## config.mk

```make
export PLATFORM = sky130hd
export DESIGN_NAME = manrx_top
export DESIGN_NICKNAME = d
export VERILOG_FILES = /design/src/rtl/manrx_pkg.sv /design/src/rtl/manrx_baud.sv /design/src/rtl/manrx_dec.sv /design/src/rtl/manrx_fifo.sv /design/src/rtl/manrx_top.sv
export SDC_FILE = /design/constraint.sdc
export NUM_CORES = 1
export LEC_CHECK = 0
export ABC_CLOCK_PERIOD_IN_PS = 3400
export BUFFER_PORTS_ARGS = -buffer_cell sky130_fd_sc_hd__buf_2
export CELL_PAD_IN_SITES_DETAIL_PLACEMENT = 1
export CELL_PAD_IN_SITES_GLOBAL_PLACEMENT = 1
export CORE_ASPECT_RATIO = 1.5
export CORE_MARGIN = 2
export CORE_UTILIZATION = 49
export CTS_CLUSTER_DIAMETER = 50
export DETAILED_ROUTE_END_ITERATION = 12
export GPL_TIMING_DRIVEN = 0
export HOLD_SLACK_MARGIN = 0.1
export PLACE_DENSITY = 0.87
export SLEW_MARGIN = 30
export SYNTH_ARGS = -nofsm -noshare
export SYNTH_HDL_FRONTEND = slang
export SYNTH_SLANG_ARGS = --single-unit
```

## constraint.sdc

```tcl
create_clock -name clk -period 3.4 [get_ports clk]
set_input_delay 0.51 -clock clk [delete_from_list [all_inputs] [get_ports clk]]
set_output_delay 0.51 -clock clk [all_outputs]
set_load 0.02 [all_outputs]
```

## src/rtl/manrx_pkg.sv

```systemverilog
// Shared definitions for the Manchester line receiver.
// Assumes an 8-bit register port; the control layout is fixed by the struct order.
package manrx_pkg;

    localparam int          REG_W        = 8;
    localparam int          SEL_W        = 3;
    localparam logic [2:0]  IRQ_ON_START = 3'b001;
    localparam logic [2:0]  IRQ_ON_FULL  = 3'b100;

    localparam logic [1:0]  ADR_CTRL = 2'd0;
    localparam logic [1:0]  ADR_DIV  = 2'd1;
    localparam logic [1:0]  ADR_STAT = 2'd2;
    localparam logic [1:0]  ADR_DATA = 2'd3;

    // control register: bits [4:2] irq select, bit 1 start detect, bit 0 enable
    typedef struct packed {
        logic [SEL_W-1:0] irq_sel;
        logic             start_en;
        logic             rx_en;
    } ctrl_t;

endpackage

```

## src/rtl/manrx_baud.sv

```systemverilog
// Oversampling tick generator.
// Emits a one-cycle tick every (fine+1) * 2^coarse clocks while enabled.
// Assumes the count limit fits in CNT_W bits (derived from the field widths).
module manrx_baud #(
    parameter int FINE_W   = 4,
    parameter int COARSE_W = 2
) (
    input  logic                clk,
    input  logic                rst_n,
    input  logic                en,
    input  logic [FINE_W-1:0]   fine,
    input  logic [COARSE_W-1:0] coarse,
    output logic                tick
);
    localparam int MAX_PROD = (1 << FINE_W) * (1 << ((1 << COARSE_W) - 1));
    localparam int CNT_W    = $clog2(MAX_PROD);

    logic [CNT_W:0]   prod;
    logic [CNT_W-1:0] limit;
    logic [CNT_W-1:0] cnt;

    // Divide product minus one gives the terminal count.
    always_comb begin
        prod  = ((CNT_W+1)'(fine) + (CNT_W+1)'(1)) << coarse;
        limit = CNT_W'(prod - (CNT_W+1)'(1));
    end

    // Prescaler counter and registered tick pulse.
    always_ff @(posedge clk) begin
        if (!rst_n || !en) begin
            cnt  <= '0;
            tick <= 1'b0;
        end else if (cnt >= limit) begin
            cnt  <= '0;
            tick <= 1'b1;
        end else begin
            cnt  <= cnt + CNT_W'(1);
            tick <= 1'b0;
        end
    end


    tick_gap_chk: assert property (@(posedge clk) disable iff (!rst_n)
        (tick && limit != '0) |=> (!tick || limit != $past(limit)));

endmodule

```

## src/rtl/manrx_dec.sv

```systemverilog
// Manchester half-bit sampler, start-violation detector and byte packer.
// Samples each half-bit OVS/2 ticks after the last line edge, re-aligning on
// every edge. A run of three equal halves broken by the opposite level is a
// start pattern. Assumes OVS and DATA_W are powers of two.
module manrx_dec #(
    parameter int OVS    = 16,
    parameter int DATA_W = 8
) (
    input  logic              clk,
    input  logic              rst_n,
    input  logic              en,
    input  logic              start_en,
    input  logic              tick,
    input  logic              line_in,
    output logic              start_pulse,
    output logic              byte_valid,
    output logic [DATA_W-1:0] byte_data
);
    localparam int             PH_W     = $clog2(OVS);
    localparam int             BC_W     = $clog2(DATA_W);
    localparam logic [PH_W-1:0] MID     = PH_W'(OVS/2 - 1);
    localparam logic [BC_W-1:0] LAST    = BC_W'(DATA_W - 1);
    localparam logic [1:0]     RUN_MAX  = 2'd3;

    logic            line_m, line_s, last_lvl;
    logic [PH_W-1:0] phase;
    logic            prev_half, synced, second, first;
    logic [1:0]      run;
    logic [BC_W-1:0] bitcnt;
    logic            samp, brk;

    // Two-flop synchroniser for the asynchronous line.
    always_ff @(posedge clk) begin
        if (!rst_n) begin
            line_m <= 1'b0;
            line_s <= 1'b0;
        end else begin
            line_m <= line_in;
            line_s <= line_m;
        end
    end

    // Sample strobe at mid half-bit; break of a long run of equal halves.
    always_comb begin
        samp = tick && (line_s == last_lvl) && (phase == MID);
        brk  = (line_s != prev_half) && (run == RUN_MAX);
    end

    // Phase tracking, run counting, alignment and bit packing.
    always_ff @(posedge clk) begin
        if (!rst_n || !en) begin
            last_lvl    <= 1'b0;
            phase       <= '0;
            prev_half   <= 1'b0;
            run         <= 2'd0;
            synced      <= 1'b0;
            second      <= 1'b0;
            first       <= 1'b0;
            bitcnt      <= '0;
            byte_data   <= '0;
            start_pulse <= 1'b0;
            byte_valid  <= 1'b0;
        end else begin
            start_pulse <= 1'b0;
            byte_valid  <= 1'b0;
            if (tick) begin
                last_lvl <= line_s;
                phase    <= (line_s != last_lvl) ? '0 : phase + PH_W'(1);
            end
            if (samp) begin
                prev_half <= line_s;
                if (line_s != prev_half)  run <= 2'd1;
                else if (run != RUN_MAX)  run <= run + 2'd1;
                if (start_en && brk) begin
                    start_pulse <= 1'b1;
                    synced      <= 1'b1;
                    second      <= 1'b0;
                    bitcnt      <= '0;
                end else if (synced) begin
                    if (!second) begin
                        first  <= line_s;
                        second <= 1'b1;
                    end else begin
                        second <= 1'b0;
                        if (first != line_s) begin
                            byte_data <= {byte_data[DATA_W-2:0], first};
                            bitcnt    <= bitcnt + BC_W'(1);
                            if (bitcnt == LAST) byte_valid <= 1'b1;
                        end
                    end
                end
            end
        end
    end


    start_gated_chk: assert property (@(posedge clk) disable iff (!rst_n)
        start_pulse |-> $past(start_en));


    start_gap_chk: assert property (@(posedge clk) disable iff (!rst_n)
        start_pulse |=> !byte_valid);

endmodule

```

## src/rtl/manrx_fifo.sv

```systemverilog
// Small byte queue with synchronous flush. Pushes while full are refused;
// pops while empty are ignored. Head reads as zero when empty.
module manrx_fifo #(
    parameter int DEPTH = 4,
    parameter int W     = 8
) (
    input  logic                         clk,
    input  logic                         rst_n,
    input  logic                         flush,
    input  logic                         push,
    input  logic [W-1:0]                 din,
    input  logic                         pop,
    output logic [W-1:0]                 dout,
    output logic [$clog2(DEPTH+1)-1:0]   level,
    output logic                         full
);
    localparam int PTR_W = (DEPTH > 1) ? $clog2(DEPTH) : 1;
    localparam int LVL_W = $clog2(DEPTH + 1);

    logic [W-1:0]     mem [DEPTH];
    logic [PTR_W-1:0] wr_ptr, rd_ptr;
    logic             do_push, do_pop;

    function automatic logic [PTR_W-1:0] nxt(input logic [PTR_W-1:0] p);
        return (p == PTR_W'(DEPTH - 1)) ? '0 : p + PTR_W'(1);
    endfunction

    // Accepted operations and flags.
    always_comb begin
        full    = (level == LVL_W'(DEPTH));
        do_push = push && !full;
        do_pop  = pop && (level != '0);
        dout    = (level != '0) ? mem[rd_ptr] : '0;
    end

    // Storage write.
    always_ff @(posedge clk) begin
        if (do_push && !flush) mem[wr_ptr] <= din;
    end

    // Pointer and level bookkeeping, cleared by reset or flush.
    always_ff @(posedge clk) begin
        if (!rst_n || flush) begin
            wr_ptr <= '0;
            rd_ptr <= '0;
            level  <= '0;
        end else begin
            if (do_push) wr_ptr <= nxt(wr_ptr);
            if (do_pop)  rd_ptr <= nxt(rd_ptr);
            case ({do_push, do_pop})
                2'b10:   level <= level + LVL_W'(1);
                2'b01:   level <= level - LVL_W'(1);
                default: level <= level;
            endcase
        end
    end


    no_overflow_chk: assert property (@(posedge clk) disable iff (!rst_n)
        level <= LVL_W'(DEPTH));


    full_hold_chk: assert property (@(posedge clk) disable iff (!rst_n)
        (push && full && !pop && !flush) |=> full);

endmodule

```

## src/rtl/manrx_top.sv

```systemverilog
// Manchester receiver top: register port, flags, interrupt, and the
// divider / decoder / queue instances. Assumes an 8-bit register port.
module manrx_top #(
    parameter int DEPTH    = 4,
    parameter int FINE_W   = 4,
    parameter int COARSE_W = 2,
    parameter int DATA_W   = 8
) (
    input  logic       clk,
    input  logic       rst_n,
    input  logic       line_in,
    input  logic       reg_wr,
    input  logic       reg_rd,
    input  logic [1:0] reg_addr,
    input  logic [7:0] reg_wdata,
    output logic [7:0] reg_rdata,
    output logic       irq
);
    import manrx_pkg::*;

    localparam int LVL_W = $clog2(DEPTH + 1);

    ctrl_t               ctrl;
    logic [FINE_W-1:0]   fine;
    logic [COARSE_W-1:0] coarse;
    logic                ovr, start_flag;
    logic                tick, start_pulse, byte_valid;
    logic [DATA_W-1:0]   byte_data, head;
    logic [LVL_W-1:0]    level;
    logic                full, pop, stat_wr;

    // Control and divider register writes.
    always_ff @(posedge clk) begin
        if (!rst_n) begin
            ctrl   <= '0;
            fine   <= '0;
            coarse <= '0;
        end else if (reg_wr) begin
            if (reg_addr == ADR_CTRL) ctrl <= ctrl_t'(reg_wdata[$bits(ctrl_t)-1:0]);
            if (reg_addr == ADR_DIV) begin
                fine   <= reg_wdata[FINE_W-1:0];
                coarse <= reg_wdata[FINE_W +: COARSE_W];
            end
        end
    end

    // Queue pop and status write-one-to-clear strobe.
    always_comb begin
        pop     = reg_rd && (reg_addr == ADR_DATA);
        stat_wr = reg_wr && (reg_addr == ADR_STAT);
    end

    // Sticky overrun and start flags.
    always_ff @(posedge clk) begin
        if (!rst_n || !ctrl.rx_en) begin
            ovr        <= 1'b0;
            start_flag <= 1'b0;
        end else begin
            if (byte_valid && full)         ovr <= 1'b1;
            else if (stat_wr && reg_wdata[7]) ovr <= 1'b0;
            if (start_pulse)                start_flag <= 1'b1;
            else if (stat_wr && reg_wdata[6]) start_flag <= 1'b0;
        end
    end

    // Interrupt follows the selected condition.
    always_comb begin
        irq = 1'b0;
        if (ctrl.rx_en) begin
            if (ctrl.irq_sel == IRQ_ON_START) irq = start_flag;
            else if (ctrl.irq_sel == IRQ_ON_FULL) irq = full;
        end
    end

    // Read data multiplexer.
    always_comb begin
        case (reg_addr)
            ADR_CTRL: reg_rdata = REG_W'(ctrl);
            ADR_DIV:  reg_rdata = REG_W'({coarse, fine});
            ADR_STAT: reg_rdata = {ovr, start_flag, (REG_W-2)'(level)};
            default:  reg_rdata = REG_W'(head);
        endcase
    end

    manrx_baud #(.FINE_W(FINE_W), .COARSE_W(COARSE_W)) u_baud (
        .clk(clk), .rst_n(rst_n), .en(ctrl.rx_en),
        .fine(fine), .coarse(coarse), .tick(tick)
    );

    manrx_dec #(.OVS(16), .DATA_W(DATA_W)) u_dec (
        .clk(clk), .rst_n(rst_n), .en(ctrl.rx_en), .start_en(ctrl.start_en),
        .tick(tick), .line_in(line_in), .start_pulse(start_pulse),
        .byte_valid(byte_valid), .byte_data(byte_data)
    );

    manrx_fifo #(.DEPTH(DEPTH), .W(DATA_W)) u_fifo (
        .clk(clk), .rst_n(rst_n), .flush(start_pulse),
        .push(byte_valid), .din(byte_data), .pop(pop),
        .dout(head), .level(level), .full(full)
    );


    flush_empty_chk: assert property (@(posedge clk) disable iff (!rst_n)
        start_pulse |=> (level == '0));


    overrun_set_chk: assert property (@(posedge clk) disable iff (!rst_n)
        (byte_valid && full && ctrl.rx_en) |=> ovr);


    overrun_sticky_chk: assert property (@(posedge clk) disable iff (!rst_n)
        (ovr && ctrl.rx_en && !(stat_wr && reg_wdata[7])) |=> ovr);


    irq_gate_chk: assert property (@(posedge clk) disable iff (!rst_n)
        irq |-> ctrl.rx_en);

endmodule

```

==> out/results.tsv <==
metric	value	unit
ys_ff_latch	88	
nets	451	
post_cts_buffers	0	
p_int	1850	uW
grt_use_total	26.2	%
drt_iter0_drc	146	
power_frac_seq	46.6	%
route.detailed.drc	0	
path_clk_slew	70	ps
design_area	4860	sq um
critPathSlowestCell	dfxtp_1	
die_y	118	microns
tightest_slew	626	ps
outcome	finished clean	
slew_violations	0	
setup_viol_count_final	0	
antenna_found_initial	0	
hp-class	input pin to flop	
path_max_fanout	7	
max_cap_violations	0	
cts_max_path_buffers	2	
critPathTopFamily	adder cells	
port_buffers	20	
cp_slowest_stage_delay	380	ps
firstDrtPassIters	4	
power_density	484	nW/um^2
cts_buffers	9	
boundaryPins	24	
initial_core_util	50.5	%
irDropWorstVdd	0.000275	V
pwr-share-comb	5.3	%
synth_area_leader_cell	dfxtp_1	
max_freq	0.309	GHz
clkSinkCount	88	
die_w	80	microns
synth.distinct_cells	58	
ctsHtreeMaxLevel	3	
critPathBufInv	1	
post-route-min-period	3240	ps
cts_tree	done	
dieArea	9440	sq um
grt-ovfl-total	0	
rows	41	
grt_pass1_vias	3638	
yosys.area_share.adder	6.37	%
syn_inst	385	
grt_pass1_wl	18700	microns
slew_headroom	58.1	%
cp_cell_sequence	ha_2, nand2b_1, o21ai_2, nand2b_1, ha_1, inv_1, a221oi_4, nand4_1, mux2_1, ha_1, nand4_1, o2111ai_4, nor2_1	
wl_per_cell	21.8	microns
place_hpwl	7590	microns
hold_viol	0	
critical_path_required	3610	ps
p_leak	0.00177	uW
finalWirelength	11500	microns
fin_hold_ws	428	ps
finClkSkew	8.04	ps
synthArstFlopShare	0	%
grt_max_degree	15	
insertion_delay	340	ps
start_kind	flop	
synth_top_area_share	26.4	%
rsz0062_at_grt	false	
cts_root_buf	clkbuf_16	
ys.warnings.count	0	
synthFlopType	dfxtp_1	
ant_nets	0	
cp-end-kind	flop	
muxShareOfSynthArea	11.6	%
ys_seq_area_share	49.0	%
vias	3176	
p_clk_share	48.1	%
fin_crit_sh	95.2	%
placed_cell_area	4480	sq um
p_sw_share	21.1	%
synth_xor_area_share	3.95	%
synth_top_family_by_area	simple AND/OR/NAND/NOR gates	
avgSynthCellArea	11.0	sq um
diodes	0	
design.core.area	8410	sq um
critical_path_class	flop to flop	
synth_fp_nets	421	
synth_compound_area_share	8.84	%
synth_area_leaders	dfxtp_1 (26%), edfxtp_1 (23%), mux2i_1 (6.8%)	
cp.arrival	3450	ps
gp_congestion	0.840	
synth_edf_count	32	
drive_above_1_share	16.9	%
areaGrowthSynthToFinish	14.5	%
vias_per_cell	6.03	
synthSimpleGateAreaFrac	16.3	%
netlist_area	4250	sq um
p_sw	497	uW
[cells by family (layout without fill, tap and decap cells)]
family          after synthesis  count (layout)
compound gates               54              54
buf+inv                      35              70
fa+ha+maj                    21              21
xor+xnor                     17              17
mux                          39              39
simple gates                131             131
flops                        88              88
[metal layers]
metal	vias to the layer above	routed length [microns]	global-route usage (%)
li1	1440	-	-
met1	1573	4320	28.6
met2	110	6080	45.2
met3	53	423	4.75
met4	0	658	16.7
met5	-	0	0
[Yosys cell counts, drive strengths merged (6+ instances only)]
library cell	n
nor3	8
nand2	17
edfxtp	32
clkbuf	10
xor2	12
nand3	13
nor2	48
and3	6
mux2i	29
inv	16
nor2b	12
a21oi	16
o21ai	7
ha	20
mux4	8
dfxtp	56
buf	9
and2	6
[per-stage QoR]
step                      power [uW]  std cells  utilization [%]  setup TNS (ps)  setup slack [ps]
after floorplan                 1190        385                -               0               516
after global routing            2420        527             57.8               0              22.7
after detailed placement        1230        512             53.2            -955              -153
after global placement          1220        512             53.2               0              33.7
final                           2350        527             57.8               0               165
after CTS                       2360        527             57.6               0              42.9
[repair_timing]
item | 4_1_cts | 5_1_grt
gates resized for setup | 7 | 7
endpoints found under the setup margin | 8 | 8
hold buffers | 0 | 0
pin swaps | 0 | 2
[final timing paths]
check / startpoint / end / slack (ps) / depth (start not counted)
setup / recovery: fine[0]$_SDFFE_PN0P_ / u_baud.cnt[2]$_SDFF_PP0_ / 160 / 13
hold / removal: line_in / u_dec.line_m$_SDFF_PN0_ / 430 / 2
setup reg to reg: fine[0]$_SDFFE_PN0P_ / u_baud.cnt[2]$_SDFF_PP0_ / 160 / 13
hold reg to reg: u_dec.line_m$_SDFF_PN0_ / u_dec.line_s$_SDFF_PN0_ / 470 / 1
[final cells by class]
type                            count  area (sq um)
Fill cell                         912          3550
Sequential cell                    88          2080
Multi-Input combinational cell    262          2040
Clock buffer                       10           229
Tap cell                          107           134
Clock inverter                      6           108
Buffer                             18           104
Timing Repair Buffer               20           100
Inverter                           16          60.1
[flip-flops by register name (all words and copies together), names as in the netlist, 2 cells and up, named ones only]
name and flops:
u_baud.cnt 7, u_dec.phase 4, u_dec.bitcnt 3, fine 4
u_fifo.wr_ptr 2, u_dec.run 2, u_dec.byte_data 8, u_fifo.mem 32
u_fifo.rd_ptr 2, u_fifo.level 3, coarse 2, ctrl 5
[placed cells by master, fill, tap and decap left out, drive strengths merged, types with 4 or more instances in the layout]
cell type	Yosys	final
nand4	4	4
a31oi	4	4
nand3	13	13
inv	16	16
mux2i	29	29
nor3	8	8
clkbuf	10	19
nor2b	12	12
a21o	4	4
nor2	48	48
dfxtp	56	56
a21oi	16	16
nand2	17	17
edfxtp	32	32
and3	6	6
xor2	12	12
and2	6	6
mux4	8	8
o21ai	7	7
ha	20	20
buf	9	29
nand2b	5	5
xnor2	5	5
[power groups by stage]
stage | clock network, uW | logic [uW] | registers, uW
5_1_grt | 1190 | 135 | 1100
2_1_floorplan | 0 | 78.9 | 1120
3_5_place_dp | 0 | 111 | 1120
4_1_cts | 1140 | 123 | 1100
3_3_place_gp | 0 | 106 | 1120
6_report | 1130 | 124 | 1100
Note: power is estimated with default switching activity, not from simulation.
